**config.mk**
```make
export PLATFORM = sky130hd
export DESIGN_NAME = cbus_reg_target
export DESIGN_NICKNAME = d
export VERILOG_FILES = /design/src/rtl/cbus_pkg.sv /design/src/rtl/cbus_handshake.sv /design/src/rtl/cbus_regfile.sv /design/src/rtl/cbus_reg_target.sv
export SDC_FILE = /design/constraint.sdc
export NUM_CORES = 1
export LEC_CHECK = 0
export BUFFER_PORTS_ARGS = -buffer_cell sky130_fd_sc_hd__clkbuf_2
export CAP_MARGIN = 25
export CELL_PAD_IN_SITES_DETAIL_PLACEMENT = 0
export CELL_PAD_IN_SITES_GLOBAL_PLACEMENT = 2
export CORE_UTILIZATION = 34
export CTS_CLUSTER_DIAMETER = 100
export CTS_CLUSTER_SIZE = 30
export DETAILED_ROUTE_END_ITERATION = 16
export HOLD_SLACK_MARGIN = 0.08
export PLACE_DENSITY = 0.87
export SLEW_MARGIN = 20
export SYNTH_ARGS = -nofsm -noshare
export SYNTH_HDL_FRONTEND = slang
export SYNTH_HIERARCHICAL = 1
export SYNTH_SLANG_ARGS = --single-unit
```
**constraint.sdc**
```tcl
create_clock -name clk_i -period 3.4 [get_ports clk_i]
set_input_delay 0.34 -clock clk_i [delete_from_list [all_inputs] [get_ports clk_i]]
set_output_delay 0.34 -clock clk_i [all_outputs]
set_load 0.005 [all_outputs]
```
**src/rtl/cbus_pkg.sv**
```systemverilog
package cbus_pkg;
  typedef enum logic [1:0] {
    HS_IDLE = 2'd0,
    HS_WAIT = 2'd1,
    HS_ACK  = 2'd2
  } hs_state_e;

  localparam int unsigned REG_ID   = 0;
  localparam int unsigned REG_EVT  = 1;
  localparam int unsigned REG_MASK = 2;
  localparam int unsigned REG_CTRL = 3;
endpackage

```
**src/rtl/cbus_handshake.sv**
```systemverilog
module cbus_handshake
  import cbus_pkg::*;
#(
  parameter int unsigned ACK_DLY = 2
) (
  input  logic clk_i,
  input  logic rst_ni,
  input  logic cs_ni,
  input  logic rw_i,
  output logic ack_o,
  output logic wr_stb_o
);
  localparam int unsigned CW = $clog2(ACK_DLY + 1);
  localparam logic [CW-1:0] CNT_LAST = CW'(ACK_DLY);

  hs_state_e state_q, state_d;
  logic [CW-1:0] cnt_q, cnt_d;
  logic          last_wait;

  assign last_wait = (state_q == HS_WAIT) && !cs_ni && (cnt_q == CNT_LAST);

  always_comb begin
    state_d = state_q;
    cnt_d   = cnt_q;
    unique case (state_q)
      HS_IDLE: if (!cs_ni) begin
        state_d = HS_WAIT;
        cnt_d   = CW'(1);
      end
      HS_WAIT: begin
        if (cs_ni)          state_d = HS_IDLE;
        else if (last_wait) state_d = HS_ACK;
        else                cnt_d   = cnt_q + CW'(1);
      end
      HS_ACK:  if (cs_ni) state_d = HS_IDLE;
      default: state_d = HS_IDLE;
    endcase
  end

  always_ff @(posedge clk_i or negedge rst_ni) begin
    if (!rst_ni) begin
      state_q <= HS_IDLE;
      cnt_q   <= '0;
    end else begin
      state_q <= state_d;
      cnt_q   <= cnt_d;
    end
  end

  assign ack_o    = (state_q == HS_ACK);
  assign wr_stb_o = last_wait && !rw_i;

  // select-low run length, used only by the checks below
  logic [7:0] low_run_q;
  always_ff @(posedge clk_i or negedge rst_ni) begin
    if (!rst_ni)             low_run_q <= '0;
    else if (cs_ni)          low_run_q <= '0;
    else if (low_run_q != '1) low_run_q <= low_run_q + 8'd1;
  end

  a_r2_ack_delay: assert property (@(posedge clk_i) disable iff (!rst_ni)
    $rose(ack_o) |-> (32'(low_run_q) == ACK_DLY + 1));

  a_r3_ack_release: assert property (@(posedge clk_i) disable iff (!rst_ni)
    cs_ni |=> !ack_o);

  a_r5_single_write: assert property (@(posedge clk_i) disable iff (!rst_ni)
    wr_stb_o |=> !wr_stb_o);

  a_r2_ack_needs_select: assert property (@(posedge clk_i) disable iff (!rst_ni)
    $rose(ack_o) |-> $past(!cs_ni));
endmodule

```
**src/rtl/cbus_regfile.sv**
```systemverilog
module cbus_regfile
  import cbus_pkg::*;
#(
  parameter int unsigned      AW       = 8,
  parameter int unsigned      DW       = 8,
  parameter logic [DW-1:0]    ID_VALUE = 8'hA5
) (
  input  logic          clk_i,
  input  logic          rst_ni,
  input  logic          wr_stb_i,
  input  logic [AW-1:0] addr_i,
  input  logic [DW-1:0] wdata_i,
  input  logic [DW-1:0] evt_i,
  output logic [DW-1:0] rdata_o,
  output logic [DW-1:0] ctrl_o,
  output logic          irq_o
);
  localparam logic [AW-1:0] A_ID   = AW'(REG_ID);
  localparam logic [AW-1:0] A_EVT  = AW'(REG_EVT);
  localparam logic [AW-1:0] A_MASK = AW'(REG_MASK);
  localparam logic [AW-1:0] A_CTRL = AW'(REG_CTRL);

  logic [DW-1:0] evt_q, mask_q, ctrl_q, clr_bits;

  assign clr_bits = (wr_stb_i && addr_i == A_EVT) ? wdata_i : '0;

  // per-bit sticky events; set has priority over write-one-clear
  for (genvar b = 0; b < DW; b++) begin : g_evt
    always_ff @(posedge clk_i or negedge rst_ni) begin
      if (!rst_ni)       evt_q[b] <= 1'b0;
      else if (evt_i[b]) evt_q[b] <= 1'b1;
      else if (clr_bits[b]) evt_q[b] <= 1'b0;
    end
  end

  always_ff @(posedge clk_i or negedge rst_ni) begin
    if (!rst_ni) begin
      mask_q <= '0;
      ctrl_q <= '0;
    end else if (wr_stb_i) begin
      if (addr_i == A_MASK) mask_q <= wdata_i;
      if (addr_i == A_CTRL) ctrl_q <= wdata_i;
    end
  end

  always_comb begin
    unique case (addr_i)
      A_ID:    rdata_o = ID_VALUE;
      A_EVT:   rdata_o = evt_q;
      A_MASK:  rdata_o = mask_q;
      A_CTRL:  rdata_o = ctrl_q;
      default: rdata_o = '0;
    endcase
  end

  assign ctrl_o = ctrl_q;
  assign irq_o  = |(evt_q & mask_q);

  a_r7_evt_sticky: assert property (@(posedge clk_i) disable iff (!rst_ni)
    (|evt_i) |=> ((evt_q & $past(evt_i)) == $past(evt_i)));

  a_r7_clear_needs_write: assert property (@(posedge clk_i) disable iff (!rst_ni)
    !wr_stb_i |=> ((evt_q & $past(evt_q)) == $past(evt_q)));

  a_r5_mask_by_write: assert property (@(posedge clk_i) disable iff (!rst_ni)
    !wr_stb_i |=> ($stable(mask_q) && $stable(ctrl_q)));

  a_r8_irq_cause: assert property (@(posedge clk_i) disable iff (!rst_ni)
    $rose(irq_o) |-> ($past(|evt_i) || $past(wr_stb_i)));
endmodule

```
**src/rtl/cbus_reg_target.sv**
```systemverilog
module cbus_reg_target
  import cbus_pkg::*;
#(
  parameter int unsigned   AW       = 8,
  parameter int unsigned   DW       = 8,
  parameter int unsigned   ACK_DLY  = 2,
  parameter logic [DW-1:0] ID_VALUE = 8'hA5
) (
  input  logic          clk_i,
  input  logic          rst_ni,
  input  logic          cs_ni,
  input  logic          rw_i,
  input  logic [AW-1:0] addr_i,
  input  logic [DW-1:0] data_i,
  output logic [DW-1:0] data_o,
  output logic          data_oe_o,
  input  logic          par_i,
  input  logic [DW-1:0] evt_i,
  output logic [DW-1:0] ctrl_o,
  output logic          ack_pull_o,
  output logic          irq_pull_o
);
  logic wr_stb;
  logic unused_par;

  assign unused_par = par_i;  // parity disabled

  cbus_handshake #(.ACK_DLY(ACK_DLY)) u_hs (
    .clk_i    (clk_i),
    .rst_ni   (rst_ni),
    .cs_ni    (cs_ni),
    .rw_i     (rw_i),
    .ack_o    (ack_pull_o),
    .wr_stb_o (wr_stb)
  );

  cbus_regfile #(.AW(AW), .DW(DW), .ID_VALUE(ID_VALUE)) u_regs (
    .clk_i    (clk_i),
    .rst_ni   (rst_ni),
    .wr_stb_i (wr_stb),
    .addr_i   (addr_i),
    .wdata_i  (data_i),
    .evt_i    (evt_i),
    .rdata_o  (data_o),
    .ctrl_o   (ctrl_o),
    .irq_o    (irq_pull_o)
  );

  assign data_oe_o = !cs_ni && rw_i;

  a_r4_no_drive_on_write: assert property (@(posedge clk_i) disable iff (!rst_ni)
    (wr_stb) |-> !data_oe_o);

  a_r1_idle_quiet: assert property (@(posedge clk_i) disable iff (!rst_ni)
    (cs_ni && $past(cs_ni)) |-> (!ack_pull_o && !data_oe_o));
endmodule

```
==> results.md, run 1 <==
* Mapped cell area at 1503 sq um
* Fraction of registers with async set/reset at 100.0%
* Worst Hold Class: in2async
* Row cnt at 23
* Iter 0 DRT Violations at 81
* Setup repair bufs after CTS at 0
* Sequential fraction of design power at 50.0%
* P_sw at 0.1703 mW
* # diodes at 0
* Final setup fails at 0
* Combinational group share of total power at between 10% and 20%
* Routed len/inst at 15.74 um
* HPWL after DPL at 2591 um
* Crit-path cells: clkbuf_2 > nor2b_1 > buf_4 > a22oi_1 > nor2_1 > clkbuf_2
* CTS root buf: clkbuf_8
* Cts bufs inserted at 3
* Placed cell count at 223
* Die Height at 68.48 um
* Layout area overhead at 23.06%
* Slew headroom at 52.60%
* Worst-path clk slew at approximately 0.10 ns
* Post_cts resized at 0
* Vias in the first global route at 1,082
* Fmax at 496.8 MHz
* Placer congestion estimate at 0.8111
* Global-route wire length before repair at 5299 um
* Worst Path Buf+Inv at 3
* Yosys warns at 6
* Fin cells at 227
* Outcome: finished, final reports clean
* Final WS setup at 1.387 ns
* Final period util at 59.21%
* CP endpoint kind: output port
* Crit Path Class: in2out
* Internal Power at 0.5451 mW
* Worst skew pair latency at 0.29 ns
* Post-synthesis sequential area ratio at a little under half
* Synth area leaders: dfrtp_1 47%, mux2_2 15%, a21o_1 4.0%
* Clock sink total at 28
* CP max-delay cell: nor2b_1
* Most frequent cells in the layout: 46 x clkbuf_2, 28 x dfrtp_1, 20 x mux2_2
* Critical path data arrival time at 1.67 ns
* Post-synth top area share at a little under half
* Reg2reg end: u_regs/ctrl_o[4]$_DFFE_PN0P_
* Crit path launch type: primary input
* Primary FF master, synth: dfrtp_1
* FILL cells at about 400
* Commonest non-fill, non-tap cell in the layout: clkbuf_2
* Tot Pwr at 0.7155 mW
* MaxCap Viol Count at 0
* Clk pwr share at 37.5%
* CP Data Required Time at 3.06 ns
* Die W at 68.48 um
* Mapped Cells at 129
* Initial antenna violation count at 0
* Net Count, Synth at roughly 160
* R2R cell count at 7
* CTS Buffer Depth at 2
* Port Buffers at 46
* DP Area at 1778 sq um
* #FFs+latches synth at 28
* Largest net degree at the start of global routing at 29
* Reg-to-Reg Start: u_hs/cnt_q[0]$_DFFE_PN0P_
* Dpl ws at 1.375 ns
* # hold bufs at CTS at 0
* Seq. cell area at 700.7 sq um
* Post-route cell area at about 1800 sq um
* Detailed Routing Iterations Pass 1 at 4
* CTS tree: yes
* Number of flops mapped to enable cells by yosys at 0
* Avg Synthesized Cell Area at 11.65 sq um
* Multi-input logic area at between 700 and 800 sq um
* Final Hold Viols at 0
* Unique cell type count in the Yosys netlist at 33
* CP most frequent cell: clkbuf_2
* Vias per cell at 5.269
* Power per Cell Area at 386.9 nW/um^2
* Post-synth top area cell: dfrtp_1
* ANT nets after route at 0
* Leakage at 0.9017 nW
* Total Routing Usage GR at 16.01%
* Reg2reg setup slack at about 1.4 ns
* DRC violations left at 0
* GRT overflow at 0
* Top delay family on crit path: buffers and inverters
* Die Area at 4690 sq um
* Layout cells sized above 1 at 44.07%
* Drt total wl at 3572 um
* H-tree levels at 1
* Initial Util at 36.52%
* Final net count at 208
* Via count at 1,196
* Switching share of power at between 20% and 30%
* Max FO, Critical Path at 12
* Min cycle time layout at about 2.0 ns
* Final Skew at around 0.010 ns
* Core footprint at 4115 sq um
* Max VDD drop at 0.1814 mV
* RSZ-0062 raised after global routing: false
* Setup TNS at 0 ns
* Slew Limit Fails at 0
* Ports at between 40 and 50
* Slowest stage delay, CP at 0.46 ns
* Worst-Margin Slew at about 0.71 ns
## flip-flops by register name, summed over array words and instances, names as in the netlist
name and count:
u_hs/cnt_q 2, u_hs/state_q 2, u_regs/ctrl_o 8, u_regs/evt_q 8
u_regs/mask_q 8
## cells in the mapped netlist (all sizes together) (2+ instances only)
cell type and number:
nand4 11, mux2i 4, dfrtp 28, nand2 2, nor2b 2, mux2 20, a211oi 5, and2 9
buf 5, a22oi 8, a21o 8, inv 3, nor2 9
## power by group through the flow
stage	registers (mW)	logic, mW	clock network, mW
after CTS	0.358	0.0894	0.277
after floorplan	0.361	0.0504	0
after detailed placement	0.364	0.0898	0
after global placement	0.363	0.0857	0
final	0.358	0.0890	0.268
after global routing	0.360	0.0977	0.287
## layer usage
layer	vias to the layer above	wire (um)	part of all wire, %	global-route usage, %
li1	577	-	-	-
met5	-	0	0	0
met3	4	212	5.9	2.500
met2	42	1635	46	24.63
met1	573	1676	47	21.95
met4	0	47	1.3	7.031
## logic make-up after synthesis
group	count (synthesis)	synth area share, %
compound gates	25	12.24
fa+ha+maj	1	0.8325
buf+inv	9	3.913
flops	28	46.63
mux	24	17.65
simple gates	42	18.73
## stage by stage
stage / hold slack (ns) / utilization [%]
2_1_floorplan: 0.04441 / -
3_3_place_gp: 0.4253 / 43.20
3_5_place_dp: 0.4371 / 43.20
4_1_cts: 0.1203 / 44.94
5_1_grt: 0.1373 / 44.94
6_report: 0.08602 / 44.94
## cell type report
| class | count | share of cell area [%] |
|---|---|---|
| Inverter | 3 | 0.6089 |
| Multi-Input combinational cell | 92 | 40.19 |
| Tap cell | 50 | 3.383 |
| Sequential cell | 28 | 37.89 |
| Clock buffer | 3 | 2.233 |
| Clock inverter | 1 | 1.624 |
| Timing Repair Buffer | 50 | 14.07 |
## worst max-delay path by stage
stage          slack (ns)                      endpoint                      start  cells past startpoint
6_report             1.39                     data_o[3]                  addr_i[0]                      6
2_1_floorplan        1.77  u_regs/ctrl_o[0]$_DFFE_PN0P_  u_hs/cnt_q[0]$_DFFE_PN0P_                      7
3_5_place_dp         1.38                     data_o[3]                  addr_i[0]                      6
3_3_place_gp         1.36                     data_o[3]                  addr_i[0]                      6
4_1_cts              1.38                     data_o[3]                  addr_i[0]                      6
5_1_grt              1.22  u_regs/ctrl_o[4]$_DFFE_PN0P_  u_hs/cnt_q[0]$_DFFE_PN0P_                      7
Note: power is estimated with default switching activity, not from simulation.
==> run 2: changes to the inputs <==
--- a/config.mk
+++ b/config.mk
@@ -9,12 +9,12 @@
 export CAP_MARGIN = 25
 export CELL_PAD_IN_SITES_DETAIL_PLACEMENT = 0
 export CELL_PAD_IN_SITES_GLOBAL_PLACEMENT = 2
-export CORE_UTILIZATION = 34
+export CORE_UTILIZATION = 28
 export CTS_CLUSTER_DIAMETER = 100
 export CTS_CLUSTER_SIZE = 30
 export DETAILED_ROUTE_END_ITERATION = 16
 export HOLD_SLACK_MARGIN = 0.08
-export PLACE_DENSITY = 0.87
+export PLACE_DENSITY = 0.77
 export SLEW_MARGIN = 20
 export SYNTH_ARGS = -nofsm -noshare
 export SYNTH_HDL_FRONTEND = slang
==> constraint.sdc (replaced) <==
create_clock -name clk_i -period 1.7 [get_ports clk_i]
set_input_delay 0.17 -clock clk_i [delete_from_list [all_inputs] [get_ports clk_i]]
set_output_delay 0.17 -clock clk_i [all_outputs]
set_load 0.005 [all_outputs]
==> run 2 against run 1 <==
- cell count rose by 17%
- the run now ends with negative setup slack left
- clock skew fell by 0.0031 ns
- largest cell class unchanged
- largest power group unchanged
- clock power increased by 56%
- sequential power increased by 100%
- setup slack worse by 1.4 ns
- die area increased by 21%
==> results.md, run 2 (synthesized netlist as in run 1, its figures left out) <==
* Leakage at 0.9840 nW (+9.1%)
* MaxCap Viol Count at 0 (unchanged)
* Die Area at 5664 sq um (+21%)
* CTS Buffer Depth at 2 (unchanged)
* Row cnt at 26 (+13%)
* Vias in the first global route at 1,278 (+18%)
* Tot Pwr at 1.359 mW (+90%)
* Placed cell count at 251 (+13%)
* Dpl ws at -0.03910 ns (-1.414 ns)
* RSZ-0062 raised after global routing: true
* Port Buffers at 46 (unchanged)
* Crit Path Class: reg2reg
* Iter 0 DRT Violations at 92 (+14%)
* Layout cells sized above 1 at 46.43% (+2.4 points)
* Failing checks: negative setup slack
* Fin cells at 266 (+17%)
* Largest net degree at the start of global routing at 29 (unchanged)
* Via count at 1,290 (+7.9%)
* Critical path data arrival time at 1.89 ns (+0.22 ns)
* H-tree levels at 1 (unchanged)
* Worst-Margin Slew at 0.7167 ns (+0.005736 ns)
* Core footprint at 5140 sq um (+25%)
* Slew Limit Fails at 0 (unchanged)
* DP Area at 1863 sq um (+4.8%)
* Fmax at 582.0 MHz
* Global-route wire length before repair at 6161 um (+16%)
* Slew headroom at 52.22% (-0.38 points)
* Outcome: finished with violations
* Hold-critical path depth at 2
* Clock sink total at 28 (unchanged)
* CTS root buf: clkbuf_8
* Ports at 48 (unchanged)
* Routed len/inst at 14.67 um (-6.8%)
* Total Routing Usage GR at 14.56% (-1.4 points)
* Vias per cell at 4.850 (-8.0%)
* Min cycle time layout at between 1.5 and 2 ns
* CP endpoint kind: flop
* Post-route cell area at 2032 sq um (+9.9%)
* Final setup fails at 8 (+8)
* Most frequent cells in the layout: 46 x clkbuf_2, 28 x dfrtp_1, 20 x mux2_2
* Die Height at 75.26 um (+9.9%)
* Crit path launch type: flop
* Placer congestion estimate at 0.8236 (+1.5%)
* Initial antenna violation count at 0 (unchanged)
* # diodes at 0 (unchanged)
* Max VDD drop at 0.3371 mV (+86%)
* Final Skew at 0.007079 ns (-0.003061 ns)
* Worst Hold Class: in2reg
* Worst-path clk slew at 0.10 ns (about the same)
* CP Data Required Time at 1.87 ns (-1.19 ns)
* Detailed Routing Iterations Pass 1 at 4 (unchanged)
* Final net count at 227 (+9.1%)
* Initial Util at 29.24% (-7.3 points)
* Cts bufs inserted at 3 (unchanged)
* HPWL after DPL at 2879 um (+11%)
* Power per Cell Area at 668.7 nW/um^2 (+73%)
* Final period util at 101.1%
* Drt total wl at 3902 um (+9.2%)
* GRT overflow at 0 (unchanged)
* Final WS setup at -0.01808 ns (-1.405 ns)
* Die W at 75.26 um (+9.9%)
* Final Hold Viols at 0 (unchanged)
* Max FO, Critical Path at 6 (-6)
* Commonest non-fill, non-tap cell in the layout: clkbuf_2
* DRC violations left at 0 (unchanged)
* R2R cell count at 8 (+1)
* Worst skew pair latency at 0.28 ns (about the same)
* CTS tree: yes
* ANT nets after route at 0 (unchanged)
* Layout area overhead at 35.22%
==> run 2: cell types whose count changed in the layout (fill, tap and decap cells not counted), sizes merged <==
cell         delta
buf            +11
clkbuf          +1
bufinv          -1
dlygate4sd3     +8
==> run 2: area by class of cell <==
type / instances / area [sq um]
well taps: 70 / 87.58
flip-flops and latches: 28 / 700.7
inverters: 3 / 11.26
multi-input cells: 92 / 750.7
clock buffers: 4 / 55.05
fillers: 564 / 3108
repair buffers: 69 / 426.7
==> run 2: repair_timing <==
action	in CTS	in global routing
setup buffers	3	0
hold buffers	8	0
endpoints found under the hold margin	35	0
endpoints found under the setup margin	16	28
resized for setup	2	1
pin swaps	0	4
==> run 2: power breakdown <==
part | switching, mW | total, mW | leakage, nW | internal (mW)
combinational | 0.106 | 0.223 | 0.613 | 0.117
sequential | 0.0242 | 0.716 | 0.343 | 0.692
clock | 0.212 | 0.419 | 0.0288 | 0.208
total | 0.342 | 1.36 | 0.984 | 1.02
==> run 2: routing by layer <==
metal	global-route usage, %	vias up	wire (um)
met3	2.410	2	197
met5	0	-	0
li1	-	615	-
met2	22.52	37	1789
met1	21.99	636	1899
met4	1.852	0	16
==> run 2: per-stage QoR <==
| stage | util, % | hold slack, ns | TNS, ns |
|---|---|---|---|
| global route | 39.53 | 0.1073 | -2.617 |
| detailed placement | 36.25 | 0.2641 | -0.2349 |
| finish | 39.53 | 0.09950 | -0.1017 |
| floorplan | - | -0.1256 | 0 |
| CTS | 39.48 | 0.09137 | 0 |
| global placement | 36.25 | 0.2523 | -0.05839 |
==> run 2: worst paths after layout <==
check / slack [ns] / start / endpoint
max reg2reg: -0.02 / u_hs/cnt_q[0]$_DFFE_PN0P_ / u_regs/ctrl_o[4]$_DFFE_PN0P_
min: 0.1 / evt_i[3] / u_regs/evt_q[3]$_DFFE_PN0P_
max: -0.02 / u_hs/cnt_q[0]$_DFFE_PN0P_ / u_regs/ctrl_o[4]$_DFFE_PN0P_
max in group asynchronous: 0.77 / rst_ni / u_regs/mask_q[3]$_DFFE_PN0P_
min in group asynchronous: 0.46 / rst_ni / u_regs/ctrl_o[7]$_DFFE_PN0P_
min reg2reg: 0.52 / u_regs/evt_q[2]$_DFFE_PN0P_ / u_regs/evt_q[2]$_DFFE_PN0P_
==> run 2: critical path, cell delays in order (launching register included) <==
cell and delay, ns:
dfrtp_1 0.39, inv_1 0.06, ha_2 0.17, nand3b_1 0.12, nor3_2 0.14, buf_4 0.18
nand4_2 0.10, buf_4 0.19, mux2_2 0.26
==> run 3: changes to the inputs <==
--- a/config.mk
+++ b/config.mk
@@ -15,6 +15,7 @@
 export DETAILED_ROUTE_END_ITERATION = 16
 export HOLD_SLACK_MARGIN = 0.08
 export PLACE_DENSITY = 0.77
+export SETUP_SLACK_MARGIN = 0.2
 export SLEW_MARGIN = 20
 export SYNTH_ARGS = -nofsm -noshare
 export SYNTH_HDL_FRONTEND = slang
==> run 3 against run 2 <==
- the run still ends with negative setup slack left
- largest power group unchanged
- critical path depth down 1
- critical endpoint is now u_regs/ctrl_o[0]$_DFFE_PN0P_
- via count unchanged
- non-clock buffer count up 9
- hold slack better by 0.048 ns
==> results.md, run 3 (synthesized netlist as in run 1, its figures left out) <==
* Outcome: finished with violations
* Failing checks: negative setup slack
* CTS Buffer Depth at 2 (unchanged)
* Final WS setup at -0.03329 ns (-0.01522 ns)
* Global-route wire length before repair at 6368 um (+3.4%)
* DP Area at 1829 sq um (-1.8%)
* # diodes at 0 (unchanged)
* Detailed Routing Iterations Pass 1 at 4 (unchanged)
* Critical path data arrival time at 1.90 ns (about the same)
* Power per Cell Area at 713.6 nW/um^2 (+6.7%)
* Fin cells at 275 (+3.4%)
* Row cnt at 26 (unchanged)
* Die W at 75.26 um (unchanged)
* GRT overflow at 0 (unchanged)
* Leakage at 1.063 nW (+8.0%)
* Final Hold Viols at 0 (unchanged)
* CP max-delay cell: dfrtp_1
* Vias per cell at 4.691 (-3.3%)
* Drt total wl at 4249 um (+8.9%)
* Largest net degree at the start of global routing at 29 (unchanged)
* Iter 0 DRT Violations at 81 (-12%)
* Die Height at 75.26 um (unchanged)
* Placed cell count at 245 (-2.4%)
* CTS root buf: clkbuf_8
* CP Data Required Time at 1.87 ns (about the same)
* Max FO, Critical Path at 8 (+2)
* Commonest non-fill, non-tap cell in the layout: clkbuf_2
* Switching share of power at 24.50% (-0.70 points)
* Core footprint at 5140 sq um (unchanged)
* Die Area at 5664 sq um (unchanged)
* Post-route cell area at 2196 sq um (+8.1%)
* Vias in the first global route at 1,308 (+2.3%)
* CP endpoint kind: flop
* DRC violations left at 0 (unchanged)
* Clock sink total at 28 (unchanged)
* HPWL after DPL at 2835 um (-1.5%)
* Final setup fails at 5 (-3)
* Min cycle time layout at 1.733 ns (+0.01522 ns)
* Final net count at 236 (+4.0%)
* Layout cells sized above 1 at 52.20% (+5.8 points)
* Worst Hold Class: in2reg
* Slew headroom at 50.03% (-2.2 points)
* ANT nets after route at 0 (unchanged)
* Most frequent cells in the layout: 43 x clkbuf_2, 28 x dfrtp_1, 17 x mux2_2
* Placer congestion estimate at 0.7631 (-7.3%)
* Initial Util at 29.24% (unchanged)
* Combinational group share of total power at 20.0% (+3.6 points)
* Crit path launch type: flop
* Initial antenna violation count at 0 (unchanged)
* Cts bufs inserted at 3 (unchanged)
* CTS tree: yes
* Fin util at 42.72% (+3.2 points)
* Routed len/inst at 15.45 um (+5.3%)
* Dpl ws at -0.1153 ns (-0.07615 ns)
* R2R cell count at 7 (-1)
* Clk pwr share at 34.3% (+3.4 points)
* Layout area overhead at 46.13%
* Via count at 1,290 (unchanged)
* MaxCap Viol Count at 0 (unchanged)
* Final Skew at 0.006761 ns (-0.0003172 ns)
* Port Buffers at 46 (unchanged)
* Hold-critical path depth at 2 (unchanged)
* Ports at 48 (unchanged)
* Max VDD drop at 0.4794 mV (+42%)
* Internal Power at 1.183 mW (+16%)
* Fmax at 576.9 MHz (-0.88%)
* Slew Limit Fails at 0 (unchanged)
* RSZ-0062 raised after global routing: true
* Worst-Margin Slew at 0.7496 ns (+0.03283 ns)
* Sequential fraction of design power at 45.7% (-7.0 points)
* Crit-path cells: inv_1 > ha_2 > nand3b_1 > nor3_2 > buf_4 > nand4_4 > mux2_4
* Final period util at 102.0% (+0.90 points)
* Total Routing Usage GR at 15.47% (+0.90 points)
* Crit Path Class: reg2reg
* Worst skew pair latency at 0.28 ns (about the same)
* Setup TNS at -0.06403 ns (+0.03771 ns)
* H-tree levels at 1 (unchanged)
* Slowest stage delay, CP at 0.39 ns (about the same)
* Worst-path clk slew at 0.09 ns (about the same)
* P_sw at 0.3839 mW (+12%)
==> run 3: cell types whose count changed in the layout (fill, tap and decap cells not counted), sizes merged <==
| cell | previous run | this run |
|---|---|---|
| clkbuf | 50 | 46 |
| dlygate4sd3 | 8 | 9 |
| buf | 15 | 26 |
| bufinv | 0 | 1 |
==> run 3: cell type report <==
| class | count | area [sq um] |
|---|---|---|
| Clock inverter | 1 | 30.03 |
| Tap cell | 70 | 87.58 |
| Inverter | 3 | 11.26 |
| Multi-Input combinational cell | 92 | 805.8 |
| Fill cell | 524 | 2944 |
| Sequential cell | 28 | 700.7 |
| Clock buffer | 3 | 41.29 |
| Timing Repair Buffer | 78 | 519.2 |
==> run 3: worst paths after layout <==
kind	from	slack (ns)	to
max	u_hs/cnt_q[0]$_DFFE_PN0P_	-0.03	u_regs/ctrl_o[0]$_DFFE_PN0P_
min	data_i[3]	0.15	u_regs/ctrl_o[3]$_DFFE_PN0P_
max reg2reg	u_hs/cnt_q[0]$_DFFE_PN0P_	-0.03	u_regs/ctrl_o[0]$_DFFE_PN0P_
min reg2reg	u_regs/evt_q[0]$_DFFE_PN0P_	0.53	u_regs/evt_q[0]$_DFFE_PN0P_
max in group asynchronous	rst_ni	0.74	u_regs/mask_q[5]$_DFFE_PN0P_
min in group asynchronous	rst_ni	0.47	u_regs/ctrl_o[4]$_DFFE_PN0P_
==> run 3: per-stage QoR <==
stage	total power, mW	hold WS [ns]
after floorplan	0.8271	-0.1256
after global placement	0.9066	0.2444
after detailed placement	0.9227	0.2746
after CTS	1.525	0.1461
after global routing	1.637	0.1413
final	1.567	0.1471
==> run 3: power by group through the flow <==
stage | Combinational, mW | Sequential, mW | Clock (mW)
3_5_place_dp | 0.194 | 0.729 | 0
3_3_place_gp | 0.180 | 0.727 | 0
4_1_cts | 0.257 | 0.714 | 0.554
5_1_grt | 0.338 | 0.717 | 0.581
6_report | 0.314 | 0.715 | 0.537
2_1_floorplan | 0.104 | 0.723 | 0
==> run 3: per-layer routing <==
layer	GRT usage (%)	part of all wire, %	wire, um
met4	4.321	0.94	40
met3	3.213	4.7	198
met2	26.83	49	2079
met5	0	0	0
met1	19.53	45	1931
==> run 3: timing repair <==
| item | CTS | global route |
|---|---|---|
| pin swaps | 1 | 6 |
| gates cloned | 0 | 0 |
| gates resized for setup | 2 | 20 |
| buffers inserted | 11 | 6 |
| endpoints found under the hold margin | 36 | 0 |
| hold buffers | 9 | 0 |
| endpoints found under the setup margin | 25 | 31 |
==> run 3: worst max-delay path, delay by kind of cell, from the launching register on <==
kind / cells / cell delay (ns)
flops: 1 / 0.39
simple gates: 3 / 0.46
fa+ha+maj: 1 / 0.18
mux: 1 / 0.36
buf+inv: 2 / 0.24
